File: src/rtl/sq_pkg.sv
package sq_pkg;
  typedef enum logic [1:0] {
    SQ_IDLE  = 2'd0,
    SQ_OPEN  = 2'd1,
    SQ_ERASE = 2'd2
  } sq_state_e;
endpackage

File: src/rtl/sq_rst_sync.sv
module sq_rst_sync (
  input  logic clk,
  input  logic rst_n_a,
  output logic rst_n_s
);
  logic s1_q, s2_q;

  always_ff @(posedge clk or negedge rst_n_a) begin
    if (!rst_n_a) begin
      s1_q <= 1'b0;
      s2_q <= 1'b0;
    end else begin
      s1_q <= 1'b1;
      s2_q <= s1_q;
    end
  end

  assign rst_n_s = s2_q;
endmodule

File: src/rtl/sq_window_timer.sv
module sq_window_timer #(
  parameter int TMO_TICKS = 8,
  localparam int CW = $clog2(TMO_TICKS + 1)
) (
  input  logic clk,
  input  logic rst_n,
  input  logic load,
  input  logic run,
  input  logic tick,
  output logic expire
);
  localparam logic [CW-1:0] LOAD_VAL = CW'(TMO_TICKS);
  localparam logic [CW-1:0] ONE      = CW'(1);

  logic [CW-1:0] cnt_q, cnt_d;
  logic          cnt_en;

  always_comb begin
    cnt_d  = cnt_q;
    cnt_en = 1'b0;
    if (load) begin
      cnt_d  = LOAD_VAL;
      cnt_en = 1'b1;
    end else if (run && tick && (cnt_q != '0)) begin
      cnt_d  = cnt_q - ONE;
      cnt_en = 1'b1;
    end
  end

  always_ff @(posedge clk or negedge rst_n) begin
    if (!rst_n)      cnt_q <= '0;
    else if (cnt_en) cnt_q <= cnt_d;
  end

  // a reload in the same cycle overrides the last tick
  assign expire = run & tick & ~load & (cnt_q == ONE);
endmodule

File: src/rtl/sq_mask_reg.sv
module sq_mask_reg #(
  parameter int NUM_SECT = 16,
  localparam int SW = $clog2(NUM_SECT)
) (
  input  logic                clk,
  input  logic                rst_n,
  input  logic                set_en,
  input  logic [SW-1:0]       set_idx,
  input  logic                clr_en,
  input  logic [NUM_SECT-1:0] clr_vec,
  output logic [NUM_SECT-1:0] mask_q,
  output logic                nxt_empty
);
  logic [NUM_SECT-1:0] mask_d;
  logic                mask_en;

  for (genvar gi = 0; gi < NUM_SECT; gi++) begin : g_bit
    always_comb begin
      mask_d[gi] = (mask_q[gi] | (set_en && (set_idx == SW'(gi))))
                   & ~(clr_en & clr_vec[gi]);
    end
  end

  assign mask_en   = set_en | clr_en;
  assign nxt_empty = (mask_d == '0);

  always_ff @(posedge clk or negedge rst_n) begin
    if (!rst_n)       mask_q <= '0;
    else if (mask_en) mask_q <= mask_d;
  end
endmodule

File: src/rtl/sq_status.sv
module sq_status #(
  parameter int NUM_SECT = 16,
  localparam int SW = $clog2(NUM_SECT)
) (
  input  logic                clk,
  input  logic                rst_n,
  input  logic                busy,
  input  logic                rd_stb,
  input  logic [SW-1:0]       rd_idx,
  input  logic [NUM_SECT-1:0] mask,
  output logic                dq6_q,
  output logic                dq2_q
);
  logic hit;
  logic t6_en, t2_en;

  always_comb begin
    hit = 1'b0;
    for (int i = 0; i < NUM_SECT; i++) begin
      if (rd_idx == SW'(i)) hit = mask[i];
    end
  end

  assign t6_en = rd_stb & busy;
  assign t2_en = rd_stb & busy & hit;

  always_ff @(posedge clk or negedge rst_n) begin
    if (!rst_n)     dq6_q <= 1'b0;
    else if (t6_en) dq6_q <= ~dq6_q;
  end

  always_ff @(posedge clk or negedge rst_n) begin
    if (!rst_n)     dq2_q <= 1'b0;
    else if (t2_en) dq2_q <= ~dq2_q;
  end
endmodule

File: src/rtl/seq_erase_queue.sv
module seq_erase_queue #(
  parameter int NUM_SECT  = 16,
  parameter int TMO_TICKS = 8,
  localparam int SW = $clog2(NUM_SECT)
) (
  input  logic                clk,
  input  logic                rst_n,
  input  logic                add_valid,
  input  logic [SW-1:0]       add_sect,
  input  logic                tick,
  input  logic [NUM_SECT-1:0] sect_done,
  input  logic                rd_stb,
  input  logic [SW-1:0]       rd_sect,
  output logic [NUM_SECT-1:0] sect_mask,
  output logic                busy,
  output logic                dq7_stat,
  output logic                dq6_tog,
  output logic                dq2_tog
);
  import sq_pkg::*;

  logic      rst_n_s;
  sq_state_e st_q, st_d;
  logic      accept, expire, nxt_empty, in_erase;

  sq_rst_sync u_rst (
    .clk     (clk),
    .rst_n_a (rst_n),
    .rst_n_s (rst_n_s)
  );

  assign in_erase = (st_q == SQ_ERASE);
  assign accept   = add_valid & ~in_erase;

  sq_window_timer #(.TMO_TICKS(TMO_TICKS)) u_tmr (
    .clk    (clk),
    .rst_n  (rst_n_s),
    .load   (accept),
    .run    (st_q == SQ_OPEN),
    .tick   (tick),
    .expire (expire)
  );

  sq_mask_reg #(.NUM_SECT(NUM_SECT)) u_mask (
    .clk       (clk),
    .rst_n     (rst_n_s),
    .set_en    (accept),
    .set_idx   (add_sect),
    .clr_en    (in_erase),
    .clr_vec   (sect_done),
    .mask_q    (sect_mask),
    .nxt_empty (nxt_empty)
  );

  always_comb begin
    st_d = st_q;
    case (st_q)
      SQ_IDLE:  if (add_valid) st_d = SQ_OPEN;
      SQ_OPEN:  if (expire)    st_d = SQ_ERASE;
      SQ_ERASE: if (nxt_empty) st_d = SQ_IDLE;
      default:                 st_d = SQ_IDLE;
    endcase
  end

  always_ff @(posedge clk or negedge rst_n_s) begin
    if (!rst_n_s) st_q <= SQ_IDLE;
    else          st_q <= st_d;
  end

  assign busy     = (st_q != SQ_IDLE);
  assign dq7_stat = ~busy;

  sq_status #(.NUM_SECT(NUM_SECT)) u_stat (
    .clk    (clk),
    .rst_n  (rst_n_s),
    .busy   (busy),
    .rd_stb (rd_stb),
    .rd_idx (rd_sect),
    .mask   (sect_mask),
    .dq6_q  (dq6_tog),
    .dq2_q  (dq2_tog)
  );
endmodule

File: config.mk
export PLATFORM = sky130hd
export DESIGN_NAME = seq_erase_queue
export DESIGN_NICKNAME = d
export VERILOG_FILES = /design/src/rtl/sq_pkg.sv /design/src/rtl/sq_rst_sync.sv /design/src/rtl/sq_window_timer.sv /design/src/rtl/sq_mask_reg.sv /design/src/rtl/sq_status.sv /design/src/rtl/seq_erase_queue.sv
export SDC_FILE = /design/constraint.sdc
export NUM_CORES = 1
export LEC_CHECK = 0
export CAP_MARGIN = 5
export CORE_MARGIN = 8
export CORE_UTILIZATION = 35
export DETAILED_ROUTE_END_ITERATION = 7
export PLACE_DENSITY_LB_ADDON = 0.3
export SYNTH_ARGS = -nofsm -noshare
export SYNTH_HDL_FRONTEND = slang
export SYNTH_HIERARCHICAL = 1
export SYNTH_SLANG_ARGS = --single-unit
File: constraint.sdc
create_clock -name clk -period 1.9 [get_ports clk]
set_input_delay 0.285 -clock clk [delete_from_list [all_inputs] [get_ports clk]]
set_output_delay 0.285 -clock clk [all_outputs]
set_load 0.02 [all_outputs]
* Yosys cells after proc, flatten, opt, wreduce, memory -nomap -nowiden *
Cells that the tools add are included.

operators by class
  $add $sub $neg = 1
  bitwise logic cells = 76
  mux-type cells = 24
  eq/ne operators = 36
  reductions and logical operators = 27

operators with widths
  cell                 number
  $eq 4x4->1 const B   16
  $and 1x1->1          38
  $eq 4x3->1 const B   8
  $not 1->1            21
  $logic_and 1x1->1    18
  $mux 1               18
  $or 1x1->1           17
  $eq 4x2->1 const B   4
  $logic_not 16->1     1
  $eq 4x1->1 const B   3
  $logic_not 4->1      2
  $mux 4               2
  $mux 2               3
  $ne 2x2->1 const B   3
  $pmux 2 s3           1
  $reduce_bool 2->1    2
  $reduce_bool 4->1    1
  $sub 4x1->4 const B  1
  $reduce_and 3->1     1
  $eq 2x1->1 const B   1
  $eq 2x2->1 const B   1
  $logic_not 2->1      1
  $reduce_and 2->1     1

word-level totals
  register bits = 26
  input bits = 29
  word-level logic and storage cells = 171
  output and inout port bits = 20

* Longest topological paths before layout *
  depth in word-level cells = 18
  depth in mapped cells = 9
  gate-level depth less buffers = 8

* By module *
The synthesis kept the hierarchy.

modules (own cells, without submodules)
  module           area an instance (um2)  instances  cells an instance  sequential area each (um2)
  sq_mask_reg      695.7                   1          70                 400.4
  sq_window_timer  260.2                   1          28                 100.1
  sq_status        231.5                   1          20                 50.0
  seq_erase_queue  105.1                   1          11                 50.0
  sq_rst_sync      53.8                    1          3                  50.0

* Least setup slack after synthesis *
No wires, ideal clock.

  path kind = register to register
  from = register st_q[0]
  to = register st_q[1]
  setup time = 122 ps
  required time = 1778 ps
  stages on the path, launching flop included = 9
  clock period less this slack = 1918 ps
  path slack = -18 ps
  buffers on the path = 0
  arrival time = 1796 ps
  cell sequence = dfrtp_1 > nand2b_1 > and2_1 > and3b_1 > a31oi_1 > a21oi_1 > a2111oi_0 > and4_1 > o2bb2ai_1

on the way
  cells in the longest elaborated chain, start to end = 9
  elaborated cells between the ends (all ways) = 95
  those cells by class = eq/ne (5); mux (1); bitwise (70); reduce/logical (19)

ends and longest elaborated chain
  element                                line                   source
  from (decl)                            seq_erase_queue.sv:23  sq_state_e st_q, st_d;
  from (signal assigned)                 seq_erase_queue.sv:67  else st_q <= st_d;
  $eq 2x2->1 (*)                         seq_erase_queue.sv:32  assign in_erase = (st_q == SQ_ERASE);
  $not 1->1 (*)                          seq_erase_queue.sv:33  assign accept = add_valid & ~in_erase;
  $and 1x1->1 (*)                        seq_erase_queue.sv:33
  net accept                             seq_erase_queue.sv:24  logic accept, expire, nxt_empty, in_erase;
  $logic_and 1x1->1                      sq_mask_reg.sv:19      mask_d[gi] = (mask_q[gi] | (set_en && (set_idx == SW'(gi))))
  $or 1x1->1                             sq_mask_reg.sv:19
  $and 1x1->1                            sq_mask_reg.sv:20      & ~(clr_en & clr_vec[gi]);
  $logic_not 16->1 (*)                   sq_mask_reg.sv:25      assign nxt_empty = (mask_d == '0);
  net nxt_empty                          seq_erase_queue.sv:24
  $ne 2x2->1 (no source line) (*)        -
  $reduce_and 3->1 (no source line) (*)  -

Mark *: on every way through the listed nets, which the timed path passes. The rest lies on a longest branch.
A chain may end at the register's enable or synchronous reset.

* Worst setup path after layout *
Ends and elaborated chain as after synthesis.

==> impl_metrics.env <==
export IMPL_setup_tns_ns=-0.0946
export IMPL_critical_path_max_fanout=6
export IMPL_failed_checks="negative setup slack"
export IMPL_grt_max_degree=25
export IMPL_min_path_type="in -> async"
export IMPL_worstSkewPairLatency_ns=0.27
export IMPL_setup_ws_ns=-0.0946
export IMPL_globalRouteOverflowTotal=0
export IMPL_grt_usage_pct=14.4
export IMPL_p_comb_share_pct=39.1
export IMPL_stdcell_count=248
export IMPL_switchingPower_w=0.000616
export IMPL_hold_violations=0
export IMPL_drt_pre_antenna_iters=4
export IMPL_drc=0
export IMPL_synthTopCellsByCount="a21oi_1, dfrtp_1, nor2_1"
export IMPL_startpoint="st_q[0]"
export IMPL_portBuffers=48
export IMPL_syn_nets=164
export IMPL_totalWireLength_um=4660
export IMPL_synth_area_per_cell_um2=10.2
export IMPL_detail_route_wl_per_cell_um=18.8
export IMPL_grt_pass1_wl_um=7220
export IMPL_antenna_found_initial=0
export IMPL_endpoint_kind="flop"
export IMPL_setup_violations=1
export IMPL_netSwitchingFraction_pct=34.0
export IMPL_use_met2_pct=26.8
export IMPL_n_fill_cell=331
export IMPL_die_h_um=78.0
export IMPL_cellInternalPower_w=0.00120
export IMPL_p_clk_share_pct=19.6
export IMPL_antenna_cells=0
export IMPL_synth_xor_area_share_pct=1.30
export IMPL_via_per_inst=5.45
export IMPL_vias=1351
export IMPL_final_nets=233
export IMPL_pin_count=49
export IMPL_finalCritPeriodShare_pct=105
export IMPL_seq_power_share_pct=41.2
export IMPL_synthCells=132
export IMPL_hpwl_um=3530
export IMPL_layout_drive_gt1_share_pct=23.5
export IMPL_grt_pass1_vias=1435
export IMPL_fin_worst_skew_ns=0.00302
export IMPL_synth_top_flop_cell="dfrtp_1"
export IMPL_rsz0062_at_grt="yes"
export IMPL_design_area_um2=2160
export IMPL_synth_adder_area_share_pct=2.79
export IMPL_period_minus_slack_ns=1.99
export IMPL_status="finished with violations"
export IMPL_antenna_left=0
export IMPL_ys_seq_elements=26
export IMPL_htreeDepth=1
export IMPL_core_um2=3690
export IMPL_root_buffer="clkbuf_8"
export IMPL_r2r_start="st_q[0]"
export IMPL_synth_top_cell_area_share_pct=48.3
export IMPL_die_area_um2=6090
export IMPL_dpl_cell_area_um2=2010
export IMPL_synth_compound_area_share_pct=18.6
export IMPL_synth_edf_count=0
export IMPL_maxCapViolations=0
export IMPL_cts_buffers=3
export IMPL_crit_path_start_kind="flop"
export IMPL_synthMuxAreaShare_pct=8.27
export IMPL_worst_r2r_path_depth=8
export IMPL_use_met1_pct=16.0
export IMPL_cts_tree="yes"
export IMPL_ys_seq_area_share_pct=48.3
export IMPL_cts_buffer_depth=2
export IMPL_met3_usage_pct=4.56
export IMPL_arrival_ns=2.16
export IMPL_clkTransAtPathRegs_ns=0.09
export IMPL_worstSetupPathType="reg -> reg"
export IMPL_num_rows=22
export IMPL_place_inst=244
export IMPL_yosys_area_share_simple_pct=17.1
export IMPL_power_per_cell_area_nw_per_um2=839
export IMPL_grt_busiest_layer="met2"
export IMPL_required_ns=2.06
export IMPL_ys_top_cells_by_area="dfrtp_1, a21oi_1, nor2_1"
export IMPL_p_leak_nw=0.917
export IMPL_syn_cell_area_um2=1350
export IMPL_fp_dieW_um=78.0
export IMPL_drt_iter0_drc=61
export IMPL_start_util_pct=36.5
export IMPL_finalPower_w=0.00181
export IMPL_yosys_area_top_type="dfrtp_1"
export IMPL_yosys_warnings=6
export IMPL_async_flop_share_pct=100
export IMPL_place_gp_congestion=0.949
export IMPL_synth_distinct_cells=45
export IMPL_vdd_drop_max_v=0.000677
export IMPL_clkSinkCount=26
export IMPL_area_growth_pct=60.4
export IMPL_synth_top_family_by_area="compound AO/OA/AOI/OAI gates"
export IMPL_fmax_mhz=501
export IMPL_slew_violations=0
power by group through the flow:
stage / clock network [W] / logic (W) / registers, W
floorplan: 0 / 0.000228 / 0.000837
CTS: 0.000369 / 0.000675 / 0.000741
finish: 0.000356 / 0.000709 / 0.000747
global placement: 0 / 0.000656 / 0.000749
detailed placement: 0 / 0.000671 / 0.000752
global route: 0.000388 / 0.000762 / 0.000760
worst max-delay path, stage by stage (launching register included):
cell and delay, ns:
dfrtp_1 0.39, nand2b_4 0.14, and2_4 0.18, and3b_2 0.24, a21oi_2 0.13, a21oi_1 0.07
nor4_1 0.38, and4_1 0.28, o2bb2ai_1 0.07
repair_timing:
item / 4_1_cts / 5_1_grt
hold buffers: 0 / 0
pin swaps: 3 / 7
buffers inserted: 0 / 1
gates resized for setup: 3 / 20
setup endpoints to repair: 3 / 1
layer usage:
layer / routed length (um) / share of wire, % / vias up
li1: - / - / 620
met1: 1800 / 39 / 665
met2: 2490 / 54 / 61
met3: 327 / 7.0 / 5
met4: 38 / 0.82 / 0
met5: 0 / 0 / -
sequential cells by signal, summed over array words and instances (netlist names):
signal and count:
u_mask/mask_q 16, u_tmr/cnt_q 4, st_q 2, u_rst/rst_n_s 1, u_rst/s1_q 1, u_stat/dq2_q 1, u_stat/dq6_q 1
final cells by class:
class | count | area, um^2 | area share, %
multi-input combinational | 97 | 746 | 34.5
tap | 48 | 60.1 | 2.78
inverter | 6 | 22.5 | 1.04
clock buffer | 4 | 55.1 | 2.55
timing repair buffer | 67 | 626 | 29.0
sequential | 26 | 651 | 30.1
logic make-up after synthesis:
kind of cell               Yosys count
and+or+nand+nor                     41
AOI/OAI and AO/OA                   42
buffers and inverters                9
muxes                                8
DFF                                 26
adders and majority gates            3
other                                1
xor gates and xnor gates             2
cells in the final DEF, fill, tap and decap left out, types with 2 or more instances in the layout:
master and count:
a31oi_2 2, nor2_1 11, buf_4 19, clkbuf_8 4
ha_1 3, a21oi_1 21, dlymetal6s2s_1 2, o21ai_1 2
nor4_1 2, dfrtp_1 26, dlygate4sd2_1 2, inv_1 5
nor4_2 2, nor2b_1 2, clkdlybuf4s50_1 44, a21oi_2 5
mux2_2 2, nand2_1 7, nand3_1 2, mux2i_1 4
metrics by stage:
| step | hold WS [ns] | setup WS, ns | utilization, % |
|---|---|---|---|
| 2_1_floorplan | -0.0106 | 0.0465 | - |
| 5_1_grt | 0.158 | -0.0868 | 58.5 |
| 3_5_place_dp | 0.234 | -0.271 | 54.5 |
| 6_report | 0.171 | -0.0946 | 58.5 |
| 4_1_cts | 0.167 | -0.0445 | 56.1 |
| 3_3_place_gp | 0.231 | -0.290 | 54.5 |
final timing paths:
path                       slack [ns]          endpoint
min                              0.17     u_rst/rst_n_s
min in group clk                 0.36     u_rst/rst_n_s
max reg2reg                     -0.09           st_q[1]
min reg2reg                      0.22    u_tmr/cnt_q[0]
max in group asynchronous        1.43  u_mask/mask_q[8]
max                             -0.09           st_q[1]
Note: power is estimated with default switching activity, not from simulation.
